===== config.mk =====
export PLATFORM = sky130hd
export DESIGN_NAME = txd_ring_engine
export DESIGN_NICKNAME = d
export VERILOG_FILES = /design/src/rtl/txd_pkg.sv /design/src/rtl/txd_dpath.sv /design/src/rtl/txd_ctrl.sv /design/src/rtl/txd_ring_engine.sv
export SDC_FILE = /design/constraint.sdc
export NUM_CORES = 2
export LEC_CHECK = 0
export BUFFER_PORTS_ARGS = -buffer_cell sky130_fd_sc_hd__buf_4
export CORE_MARGIN = 3
export CORE_UTILIZATION = 62
export DETAILED_ROUTE_END_ITERATION = 12
export HOLD_SLACK_MARGIN = 0.1
export PLACE_DENSITY = 0.87
export SKIP_LAST_GASP = 1
export SYNTH_ARGS = -nofsm -noshare
export SYNTH_HDL_FRONTEND = slang
export SYNTH_HIERARCHICAL = 1
export SYNTH_SLANG_ARGS = --single-unit

===== constraint.sdc =====
create_clock -name clk -period 4.61 [get_ports clk]
set_clock_uncertainty 0.2 [all_clocks]
set_input_delay 0.922 -clock clk [delete_from_list [all_inputs] [get_ports clk]]
set_output_delay 0.922 -clock clk [all_outputs]
set_load 0.03 [all_outputs]

===== src/rtl/txd_pkg.sv =====
package txd_pkg;

  localparam int DESC_STRIDE = 16;
  localparam int OWN_BIT     = 31;
  localparam int LAST_BIT    = 29;
  localparam int WRAP_BIT    = 21;
  localparam int LEN_W       = 12;
  localparam int BUF1_LIMIT  = 2048;

  // strobes from control to datapath
  typedef struct packed {
    logic rdSelData;
    logic clrWord;
    logic capWord;
    logic clrByte;
    logic latchByte;
    logic commitSeg;
    logic dropSet;
    logic wrBack;
    logic advPtr;
    logic clrFrame;
    logic emitByte;
  } txd_strb_t;

  // conditions from datapath to control
  typedef struct packed {
    logic own;
    logic lastSeg;
    logic wordLast;
    logic segDone;
    logic overflow;
    logic dropping;
    logic emitDone;
    logic sizeBad;
  } txd_stat_t;

endpackage


===== src/rtl/txd_dpath.sv =====
module txd_dpath
  import txd_pkg::*;
#(
  parameter int AW          = 16,
  parameter int FRAME_BYTES = 256
) (
  input  logic          clk,
  input  logic          rstN,
  input  logic          baseWr,
  input  logic [AW-1:0] baseIn,
  input  txd_strb_t     strb,
  input  logic [31:0]   memRdData,
  output txd_stat_t     stat,
  output logic [AW-1:0] memRdAddr,
  output logic          memWrEn,
  output logic [AW-1:0] memWrAddr,
  output logic [31:0]   memWrData,
  output logic [7:0]    txData,
  output logic          txValid,
  output logic          txLast,
  output logic [AW-1:0] curPtrOut
);

  localparam int FI_W  = $clog2(FRAME_BYTES);
  localparam int FL_W  = FI_W + 1;
  localparam int SEG_W = LEN_W + 1;
  localparam int SUM_W = ((FL_W > SEG_W) ? FL_W : SEG_W) + 1;

  logic [AW-1:0]    basePtr, curPtr;
  logic [31:0]      ctlWord;
  logic [LEN_W-1:0] size1, size2;
  logic [AW-1:0]    bufAddr;
  logic [1:0]       wordIdx;
  logic [SEG_W-1:0] byteIdx;
  logic [FL_W-1:0]  frameLen, emitIdx;
  logic             dropping;
  logic [7:0]       frameMem [FRAME_BYTES];

  logic [SEG_W-1:0] segLen;
  logic [SUM_W-1:0] sumLen;
  logic [AW-1:0]    byteAddr;
  logic [1:0]       lane;
  logic [7:0]       rdByte;
  logic [FI_W-1:0]  wrIdx;
  logic [31:0]      shifted;

  assign segLen   = {1'b0, size1} + {1'b0, size2};
  assign sumLen   = SUM_W'(frameLen) + SUM_W'(segLen);
  assign byteAddr = bufAddr + AW'(byteIdx);
  assign lane     = byteAddr[1:0];
  assign shifted  = memRdData >> {lane, 3'b000};
  assign rdByte   = shifted[7:0];
  assign wrIdx    = FI_W'(frameLen) + FI_W'(byteIdx);

  assign stat.own      = ctlWord[OWN_BIT];
  assign stat.lastSeg  = ctlWord[LAST_BIT];
  assign stat.wordLast = (wordIdx == 2'd3);
  assign stat.segDone  = (byteIdx == segLen);
  assign stat.overflow = (sumLen >= SUM_W'(FRAME_BYTES));
  assign stat.dropping = dropping;
  assign stat.emitDone = (emitIdx == frameLen);
  assign stat.sizeBad  = (size1 > LEN_W'(BUF1_LIMIT)) || (size2 != '0);

  assign memRdAddr = strb.rdSelData ? {byteAddr[AW-1:2], 2'b00}
                                    : curPtr + AW'({wordIdx, 2'b00});
  assign memWrEn   = strb.wrBack;
  assign memWrAddr = curPtr;
  assign memWrData = ctlWord & ~(32'h1 << OWN_BIT);
  assign curPtrOut = curPtr;

  // ring pointer
  always_ff @(posedge clk) begin
    if (!rstN) begin
      basePtr <= '0;
      curPtr  <= '0;
    end else if (baseWr) begin
      basePtr <= baseIn;
      curPtr  <= baseIn;
    end else if (strb.advPtr) begin
      curPtr <= ctlWord[WRAP_BIT] ? basePtr : curPtr + AW'(DESC_STRIDE);
    end
  end

  // descriptor capture
  always_ff @(posedge clk) begin
    if (!rstN) begin
      ctlWord <= '0;
      size1   <= '0;
      size2   <= '0;
      bufAddr <= '0;
      wordIdx <= '0;
    end else if (strb.clrWord) begin
      wordIdx <= '0;
    end else if (strb.capWord) begin
      case (wordIdx)
        2'd0: ctlWord <= memRdData;
        2'd1: begin
          size1 <= memRdData[LEN_W-1:0];
          size2 <= memRdData[16 +: LEN_W];
        end
        2'd2: bufAddr <= memRdData[AW-1:0];
        default: ;
      endcase
      wordIdx <= wordIdx + 2'd1;
    end
  end

  // segment and frame accounting
  always_ff @(posedge clk) begin
    if (!rstN) begin
      byteIdx  <= '0;
      frameLen <= '0;
      emitIdx  <= '0;
      dropping <= 1'b0;
    end else begin
      if (strb.clrByte)        byteIdx <= '0;
      else if (strb.latchByte) byteIdx <= byteIdx + SEG_W'(1);
      if (strb.clrFrame) begin
        frameLen <= '0;
        emitIdx  <= '0;
        dropping <= 1'b0;
      end else begin
        if (strb.commitSeg) frameLen <= FL_W'(sumLen);
        if (strb.dropSet)   dropping <= 1'b1;
        if (strb.emitByte)  emitIdx  <= emitIdx + FL_W'(1);
      end
    end
  end

  always_ff @(posedge clk) begin
    if (strb.latchByte) frameMem[wrIdx] <= rdByte;
  end

  // output stream
  always_ff @(posedge clk) begin
    if (!rstN) begin
      txValid <= 1'b0;
      txLast  <= 1'b0;
      txData  <= '0;
    end else begin
      txValid <= strb.emitByte;
      txLast  <= strb.emitByte && ((emitIdx + FL_W'(1)) == frameLen);
      txData  <= frameMem[emitIdx[FI_W-1:0]];
    end
  end

  AST_NO_OVERFLOW: assert property (@(posedge clk) disable iff (!rstN)
    strb.latchByte |-> (SUM_W'(frameLen) + SUM_W'(byteIdx)) < SUM_W'(FRAME_BYTES));

  AST_EMIT_IN_RANGE: assert property (@(posedge clk) disable iff (!rstN)
    strb.emitByte |-> (emitIdx < frameLen));

endmodule


===== src/rtl/txd_ctrl.sv =====
module txd_ctrl
  import txd_pkg::*;
(
  input  logic      clk,
  input  logic      rstN,
  input  logic      txEnable,
  input  logic      pollDemand,
  input  logic      memRdValid,
  input  txd_stat_t stat,
  output txd_strb_t strb,
  output logic      memRdReq,
  output logic      txDonePulse,
  output logic      summaryPulse,
  output logic      sizeErrPulse,
  output logic      dropErrPulse
);

  typedef enum logic [3:0] {
    S_IDLE, S_RD_REQ, S_RD_WAIT, S_CHECK, S_BYTE_CHK,
    S_BYTE_REQ, S_BYTE_WAIT, S_WRBACK, S_EMIT, S_NEXT
  } state_t;

  state_t state, nextState;
  logic   doneSet, sizeSet, dropSet;

  always_comb begin
    strb      = '0;
    memRdReq  = 1'b0;
    nextState = state;
    doneSet   = 1'b0;
    sizeSet   = 1'b0;
    dropSet   = 1'b0;
    case (state)
      S_IDLE: if (pollDemand && txEnable) begin
        strb.clrWord = 1'b1;
        nextState    = S_RD_REQ;
      end
      S_RD_REQ: begin
        memRdReq  = 1'b1;
        nextState = S_RD_WAIT;
      end
      S_RD_WAIT: if (memRdValid) begin
        strb.capWord = 1'b1;
        nextState    = stat.wordLast ? S_CHECK : S_RD_REQ;
      end
      S_CHECK: begin
        if (!stat.own) begin
          nextState = S_IDLE;
        end else begin
          sizeSet = stat.sizeBad;
          if (stat.dropping || stat.overflow) begin
            strb.dropSet = 1'b1;
            dropSet      = !stat.dropping;
            nextState    = S_WRBACK;
          end else begin
            strb.clrByte = 1'b1;
            nextState    = S_BYTE_CHK;
          end
        end
      end
      S_BYTE_CHK: begin
        if (stat.segDone) begin
          strb.commitSeg = 1'b1;
          nextState      = S_WRBACK;
        end else begin
          nextState = S_BYTE_REQ;
        end
      end
      S_BYTE_REQ: begin
        strb.rdSelData = 1'b1;
        memRdReq       = 1'b1;
        nextState      = S_BYTE_WAIT;
      end
      S_BYTE_WAIT: begin
        strb.rdSelData = 1'b1;
        if (memRdValid) begin
          strb.latchByte = 1'b1;
          nextState      = S_BYTE_CHK;
        end
      end
      S_WRBACK: begin
        strb.wrBack = 1'b1;
        strb.advPtr = 1'b1;
        if (!stat.lastSeg) begin
          nextState = S_NEXT;
        end else if (stat.dropping) begin
          strb.clrFrame = 1'b1;
          nextState     = S_NEXT;
        end else begin
          nextState = S_EMIT;
        end
      end
      S_EMIT: begin
        if (stat.emitDone) begin
          doneSet       = 1'b1;
          strb.clrFrame = 1'b1;
          nextState     = S_NEXT;
        end else begin
          strb.emitByte = 1'b1;
        end
      end
      S_NEXT: begin
        if (txEnable) begin
          strb.clrWord = 1'b1;
          nextState    = S_RD_REQ;
        end else begin
          nextState = S_IDLE;
        end
      end
      default: nextState = S_IDLE;
    endcase
  end

  always_ff @(posedge clk) begin
    if (!rstN) begin
      state        <= S_IDLE;
      txDonePulse  <= 1'b0;
      summaryPulse <= 1'b0;
      sizeErrPulse <= 1'b0;
      dropErrPulse <= 1'b0;
    end else begin
      state        <= nextState;
      txDonePulse  <= doneSet;
      summaryPulse <= doneSet;
      sizeErrPulse <= sizeSet;
      dropErrPulse <= dropSet;
    end
  end

  AST_WB_OWNED: assert property (@(posedge clk) disable iff (!rstN)
    strb.wrBack |-> stat.own);

  AST_NO_BYTE_PAST_SEG: assert property (@(posedge clk) disable iff (!rstN)
    strb.latchByte |-> !stat.segDone);

  AST_DONE_NOT_DROPPED: assert property (@(posedge clk) disable iff (!rstN)
    doneSet |-> !stat.dropping);

endmodule


===== src/rtl/txd_ring_engine.sv =====
module txd_ring_engine
  import txd_pkg::*;
#(
  parameter int AW          = 16,
  parameter int FRAME_BYTES = 256
) (
  input  logic          clk,
  input  logic          rstN,
  input  logic          txEnable,
  input  logic          pollDemand,
  input  logic          ringBaseWr,
  input  logic [AW-1:0] ringBase,
  output logic [AW-1:0] curDescAddr,
  output logic          memRdReq,
  output logic [AW-1:0] memRdAddr,
  input  logic          memRdValid,
  input  logic [31:0]   memRdData,
  output logic          memWrEn,
  output logic [AW-1:0] memWrAddr,
  output logic [31:0]   memWrData,
  output logic [7:0]    txData,
  output logic          txValid,
  output logic          txLast,
  output logic          txDonePulse,
  output logic          summaryPulse,
  output logic          sizeErrPulse,
  output logic          dropErrPulse
);

  txd_strb_t strb;
  txd_stat_t stat;

  txd_ctrl u_ctrl (
    .clk          (clk),
    .rstN         (rstN),
    .txEnable     (txEnable),
    .pollDemand   (pollDemand),
    .memRdValid   (memRdValid),
    .stat         (stat),
    .strb         (strb),
    .memRdReq     (memRdReq),
    .txDonePulse  (txDonePulse),
    .summaryPulse (summaryPulse),
    .sizeErrPulse (sizeErrPulse),
    .dropErrPulse (dropErrPulse)
  );

  txd_dpath #(.AW(AW), .FRAME_BYTES(FRAME_BYTES)) u_dpath (
    .clk       (clk),
    .rstN      (rstN),
    .baseWr    (ringBaseWr),
    .baseIn    (ringBase),
    .strb      (strb),
    .memRdData (memRdData),
    .stat      (stat),
    .memRdAddr (memRdAddr),
    .memWrEn   (memWrEn),
    .memWrAddr (memWrAddr),
    .memWrData (memWrData),
    .txData    (txData),
    .txValid   (txValid),
    .txLast    (txLast),
    .curPtrOut (curDescAddr)
  );

  AST_RW_EXCLUSIVE: assert property (@(posedge clk) disable iff (!rstN)
    memWrEn |-> !memRdReq);

  AST_LAST_WITH_VALID: assert property (@(posedge clk) disable iff (!rstN)
    txLast |-> txValid);

endmodule


* Word level (Yosys, flattened, before mapping)
Memory sizes are Yosys's and may differ from the RTL's. A register that Yosys moved wholly into a read port is not among the register bits.
Index checks and enable logic that the tools add are counted.
** Word-level totals
- Bits in registers :: 147
- RAM bits :: 2048
- Memories kept :: 1
** Cells by class
- $add $sub $neg :: 9
- $lt $le $gt $ge :: 2
- Equality and inequality tests :: 19
- Shifts and indexed selects :: 1
- Mux-type cells :: 41
- Bitwise gates (word level) :: 2
- Reductions and logical operators :: 22
** Memory list
- u_dpath.frameMem :: depth 256, width 8, read ports 1, clocked after memory_dff 1, wr ports 1, line txd_dpath.sv:37 : logic [7:0] frameMem [FRAME_BYTES];
** Operators by type and width (number)
- $mux 16 :: 4
- $pmux 4 s10 :: 1
- $shr 32x5->8 :: 1
- $mux 1 :: 25
- $eq 9x9->1 :: 2
- $add 16x13->16 :: 1
- $add 16x4->16 :: 1
- $add 16x5->16 const B :: 1
- $eq 4x3->1 const B :: 4
- $mux 4 :: 4
- $add 9x13->14 :: 1
- $ge 14x9->1 const B :: 1
- $add 12x12->13 :: 1
- $add 13x1->13 const B :: 1
- $eq 13x13->1 :: 1
- $gt 12x12->1 const B :: 1
- $reduce_and 3->1 :: 4
- $reduce_bool 12->1 :: 1
- $reduce_or 2->1 :: 5
- $add 9x1->9 const B :: 1
- $add 8x8->8 :: 1
- $eq 4x2->1 const B :: 2
- $eq 4x4->1 const B :: 2
- $mux 2 :: 4
- 17 further kinds :: 26

* Depth between registers and ports, before layout
- Depth after elaboration :: 8
- Gate-level depth with buffers :: 19
- Depth with buffers taken out :: 19

* Cells and area by module
The synthesis kept the hierarchy.
** By module, submodules not included
- txd_dpath :: times used 1, cells each 4854, area an instance 88377.3 µm², sequential area each 64461.8 µm²
- txd_ctrl :: times used 1, cells each 67, area an instance 509.2 µm², sequential area each 140.1 µm²

* Worst setup path after synthesis
OpenSTA, ideal clock, no wires.
- Path type :: reg-to-reg
- Start point :: register u_dpath.byteIdx[0]
- End point :: memory u_dpath.frameMem[0][0] (data pin)
- Library setup time :: 0.552 ns
- Data arrival time :: 3.372 ns
- Required time :: 3.858 ns
- Setup slack :: 0.486 ns
- Stages on the path, launching flop included :: 5
- Path buffers :: 1
- Path through :: dfxtp_1 -> ha_1 -> fa_1 -> clkbuf_1 -> mux4_2
** On the way
- Longest elaborated chain between the ends :: 2
** RTL lines
- start: declaration :: line txd_dpath.sv:34 : logic [SEG_W-1:0] byteIdx;
- start signal: assignment :: line txd_dpath.sv:117 : else if (strb.latchByte) byteIdx <= byteIdx + SEG_W'(1);
- $add 16x13->16 :: line txd_dpath.sv:49 : assign byteAddr = bufAddr + AW'(byteIdx);
- $shr 32x5->8 :: line txd_dpath.sv:51 : assign shifted = memRdData >> {lane, 3'b000};
- net u_dpath.shifted[0] :: line txd_dpath.sv:45 : logic [31:0] shifted;
- end: declaration :: line txd_dpath.sv:37
The timed path passes the listed nets, and every way through them passes these cells.

==> metrics.md <==
| Metric | Value |
|---|---|
| Status | complete, but fails checks |
| Failing checks | max-capacitance violations, max-slew violations, negative setup slack |
| Vias/cell | 7.23 |
| Global-route wire length before repair | 383,000 µm |
| Syn Inst Count | 4,921 |
| Core area | 0.142 mm² |
| Peak Freq | 214 MHz |
| HP Class | in -> reg |
| Post-synth EDFFs | 2,048 |
| Req. time, crit path | 5.16 ns |
| Critical Path Start Type | flip-flop |
| Avg WL per Cell | 35.6 µm |
| Synth warnings | 6 |
| Worst Tran Pin Value | 1.59 ns |
| Slew headroom | -0.0593 |
| Commonest cells after routing, fill and taps aside | edfxtp_1, buf_4, mux4_2 |
| Vias in the first global route | 53,500 |
| Met1 usage | 0.449 |
| Non-filler cells, final | 7,513 |
| Final Cycle Share | 1.01 |
| CTS root buffer | clkbuf_16 |
| Gr usage total | 0.365 |
| Worst-path clk slew | 0.07 ns |
| Share of layout cells above drive strength 1 | 0.254 |
| Largest net degree at the start of global routing | 199 |
| # IOs | 150 |
| Total CTS buffers | 205 |
| Initial antenna violation count | 21 |
| First DRT Iteration DRCs | 9,820 |
| Setup TNS Final | -0.0553 ns |
| Reg-to-Reg Start | u_dpath/emitIdx[2] |
| Yosys reg bits | 2,203 |
| CTS sink cnt | 2,203 |
| Area contributors post-synth | edfxtp_1, mux4_2, dfxtp_1 |
| Post-synth top flop | edfxtp_1 |
| Fin crit period | 4.67 ns |
| Post-detail-place hpwl | 154,000 µm |
| Seq/Total Area, Yosys | 0.727 |
| PD cells | 390 mW/mm² |
| Synth area leader | edfxtp_1 |
| Post-synthesis async set-or-reset flop share | 0 |
| Worst Hold Launch | ringBase[4] |
| DRC | 0 |
| Maximum clock insertion buffer count | 3 |
| Netlist Area Pre-Place | 0.0889 mm² |
| Row count | 138 |
| Static Leak | 0.0324 µW |
| Layout area overhead | 14.4% |
| First-pass DRT Iterations | 8 |
| Routed WL | 267,000 µm |
| Dpl cells | 7,108 |
| Clk Latency, worst-skew pair | 0.86 ns |
| Met2 Usage GRT | 0.559 |
| VDD IR max | 418 µV |
| Min-Delay Endpoint | u_dpath/basePtr[4] |
| R2r endpoint | u_dpath/txData[1] |
| Util after Layout | 0.717 |
| Die H | 385 µm |
| Setup-failing EPs final | 1 |
| I/O Buffers | 148 |
| Flop-to-flop setup slack | -0.06 ns |
| Layout net count | 5,542 |
| Total number of vias | 54,400 |
| Worst hold stages | 3 |
| Chip width | 385 µm |
| GRT Max-Usage Layer | met2 |
| Fin. max-slew vios | 59 |
| Syn_area_per_cell | 18.1 µm² |
| Final worst setup slack | -0.0553 ns |
| CP Capture Type | flip-flop |
| Global route overflow | 0 |
| Max-cap violations | 1 |
| Worst setup path class | reg -> reg |
| Die area | 0.148 mm² |
| Final GP Congestion | 0.994 |
| Yosys cell types | 80 |
| Max Fanout on Critical Path | 22 |
| GRT met3 Usage | 0.134 |
| CTS tree | done |
| Initial core utilization | 0.626 |
| Mapped Nets | 5,030 |
| Synth top area share | 0.692 |
| Worst Reg2Reg Path Length in Cells | 8 |
| Hold Violations, Final | 0 |
| H-tree levels | 4 |
| Post-route ant nets | 0 |
| Data arrival, critical path | 5.21 ns |
| Commonest non-fill, non-tap cell in the layout | edfxtp_1 |
-- cells by family (layout without fill, tap and decap cells) --
family,count (synthesis),count (layout),share of synthesized area
other cells,1,22,0.0000422
compound gates,552,552,0.0437
flops,2203,2203,0.727
simple gates,975,975,0.0476
fa+ha+maj,55,55,0.00816
xor+xnor,96,96,0.00976
mux,699,699,0.145
buf+inv,340,1021,0.0192
-- where the power goes --
group	switching, µW	total (µW)	internal (µW)
sequential	41.7	21900	21800
combinational	550	725	175
clock	7530	17100	9530
-- through the flow --
step	worst slack (ns)	power, µW	area (µm²)	hold slack, ns
3_5_place_dp	0.189	23000	94800	0.261
4_1_cts	0.00265	39600	102000	0.113
5_1_grt	-0.0252	40400	102000	0.150
3_3_place_gp	0.231	23000	94800	0.252
2_1_floorplan	0.486	22700	88900	0.240
6_report	-0.0553	39700	102000	0.150
-- cells in the mapped netlist (all sizes together), types with 7 or more instances --
master / instances
nand3: 79
o22ai: 11
nor4: 13
a32oi: 28
a22o: 15
nor2b: 24
ha: 50
nor3b: 13
dfxtp: 155
mux4: 469
nor2: 380
buf: 163
o221ai: 7
nand2b: 18
o21ai: 69
nand4: 14
o31ai: 8
a22oi: 91
nand2: 347
xor2: 40
a31oi: 14
clkbuf: 144
xnor2: 56
o211ai: 17
mux2i: 227
edfxtp: 2048
and3: 21
a211oi: 24
a21oi: 92
and2: 24
a21o: 8
a221oi: 23
o21a: 9
o2111ai: 7
inv: 33
a21boi: 87
nor3: 21
-- layout make-up --
class | instances | area, µm²
multi-input cells | 2378 | 22800
clock inverters | 122 | 1210
flip-flops and latches | 2203 | 64600
fillers | 7597 | 40200
well taps | 1890 | 2360
clock buffers | 254 | 5460
repair buffers | 612 | 5100
inverters | 33 | 124
diodes | 21 | 52.6
-- sequential cells by signal, summed over array words and instances (netlist names), 4 cells and up --
signal,flops
u_dpath/size2,12
u_dpath/byteIdx,13
u_dpath/frameLen,9
u_dpath/curPtrOut,16
u_dpath/basePtr,16
u_dpath/emitIdx,9
u_dpath/bufAddr,16
u_dpath/ctlWord,32
u_dpath/txData,8
u_ctrl/state,4
u_dpath/size1,12
u_dpath/frameMem,2048
-- routing by layer --
layer	share of wire	routed length, µm
met1	0.31	81600
met2	0.46	124000
met3	0.15	40900
met4	0.079	21200
met5	0.00034	92
-- how the worst max path moves through the flow --
stage / slack (ns) / from / end / cells after the start
after detailed placement: 0.19 / u_dpath/size1[0] / u_dpath/byteIdx[12] / 16
after CTS: 0.003 / u_dpath/byteIdx[1] / memRdAddr[15] / 10
final: -0.06 / u_dpath/emitIdx[2] / u_dpath/txData[1] / 8
after floorplan: 0.49 / u_dpath/byteIdx[0] / u_dpath/frameMem[0][0] / 4
after global placement: 0.23 / u_dpath/size1[0] / u_dpath/byteIdx[7] / 16
after global routing: -0.03 / u_dpath/byteIdx[0] / memRdAddr[12] / 10
-- timing repair --
item | 4_1_cts | 5_1_grt
hold endpoints to repair | 2 | 0
setup buffers | 1 | 6
pin swaps | 1 | 11
hold buffers | 1 | 0
setup endpoints to repair | 5 | 19
resized for setup | 13 | 23
-- worst max-delay path, stage by stage, from the launching register on --
cell and delay, ns:
dfxtp_4 0.69, nor2b_4 0.83, buf_4 0.40, a21oi_1 0.16, a31oi_1 0.75, o211ai_1 0.46, a21oi_1 0.70, or4_1 0.26
a21boi_1 0.07
Note: power is estimated with default switching activity, not from simulation.
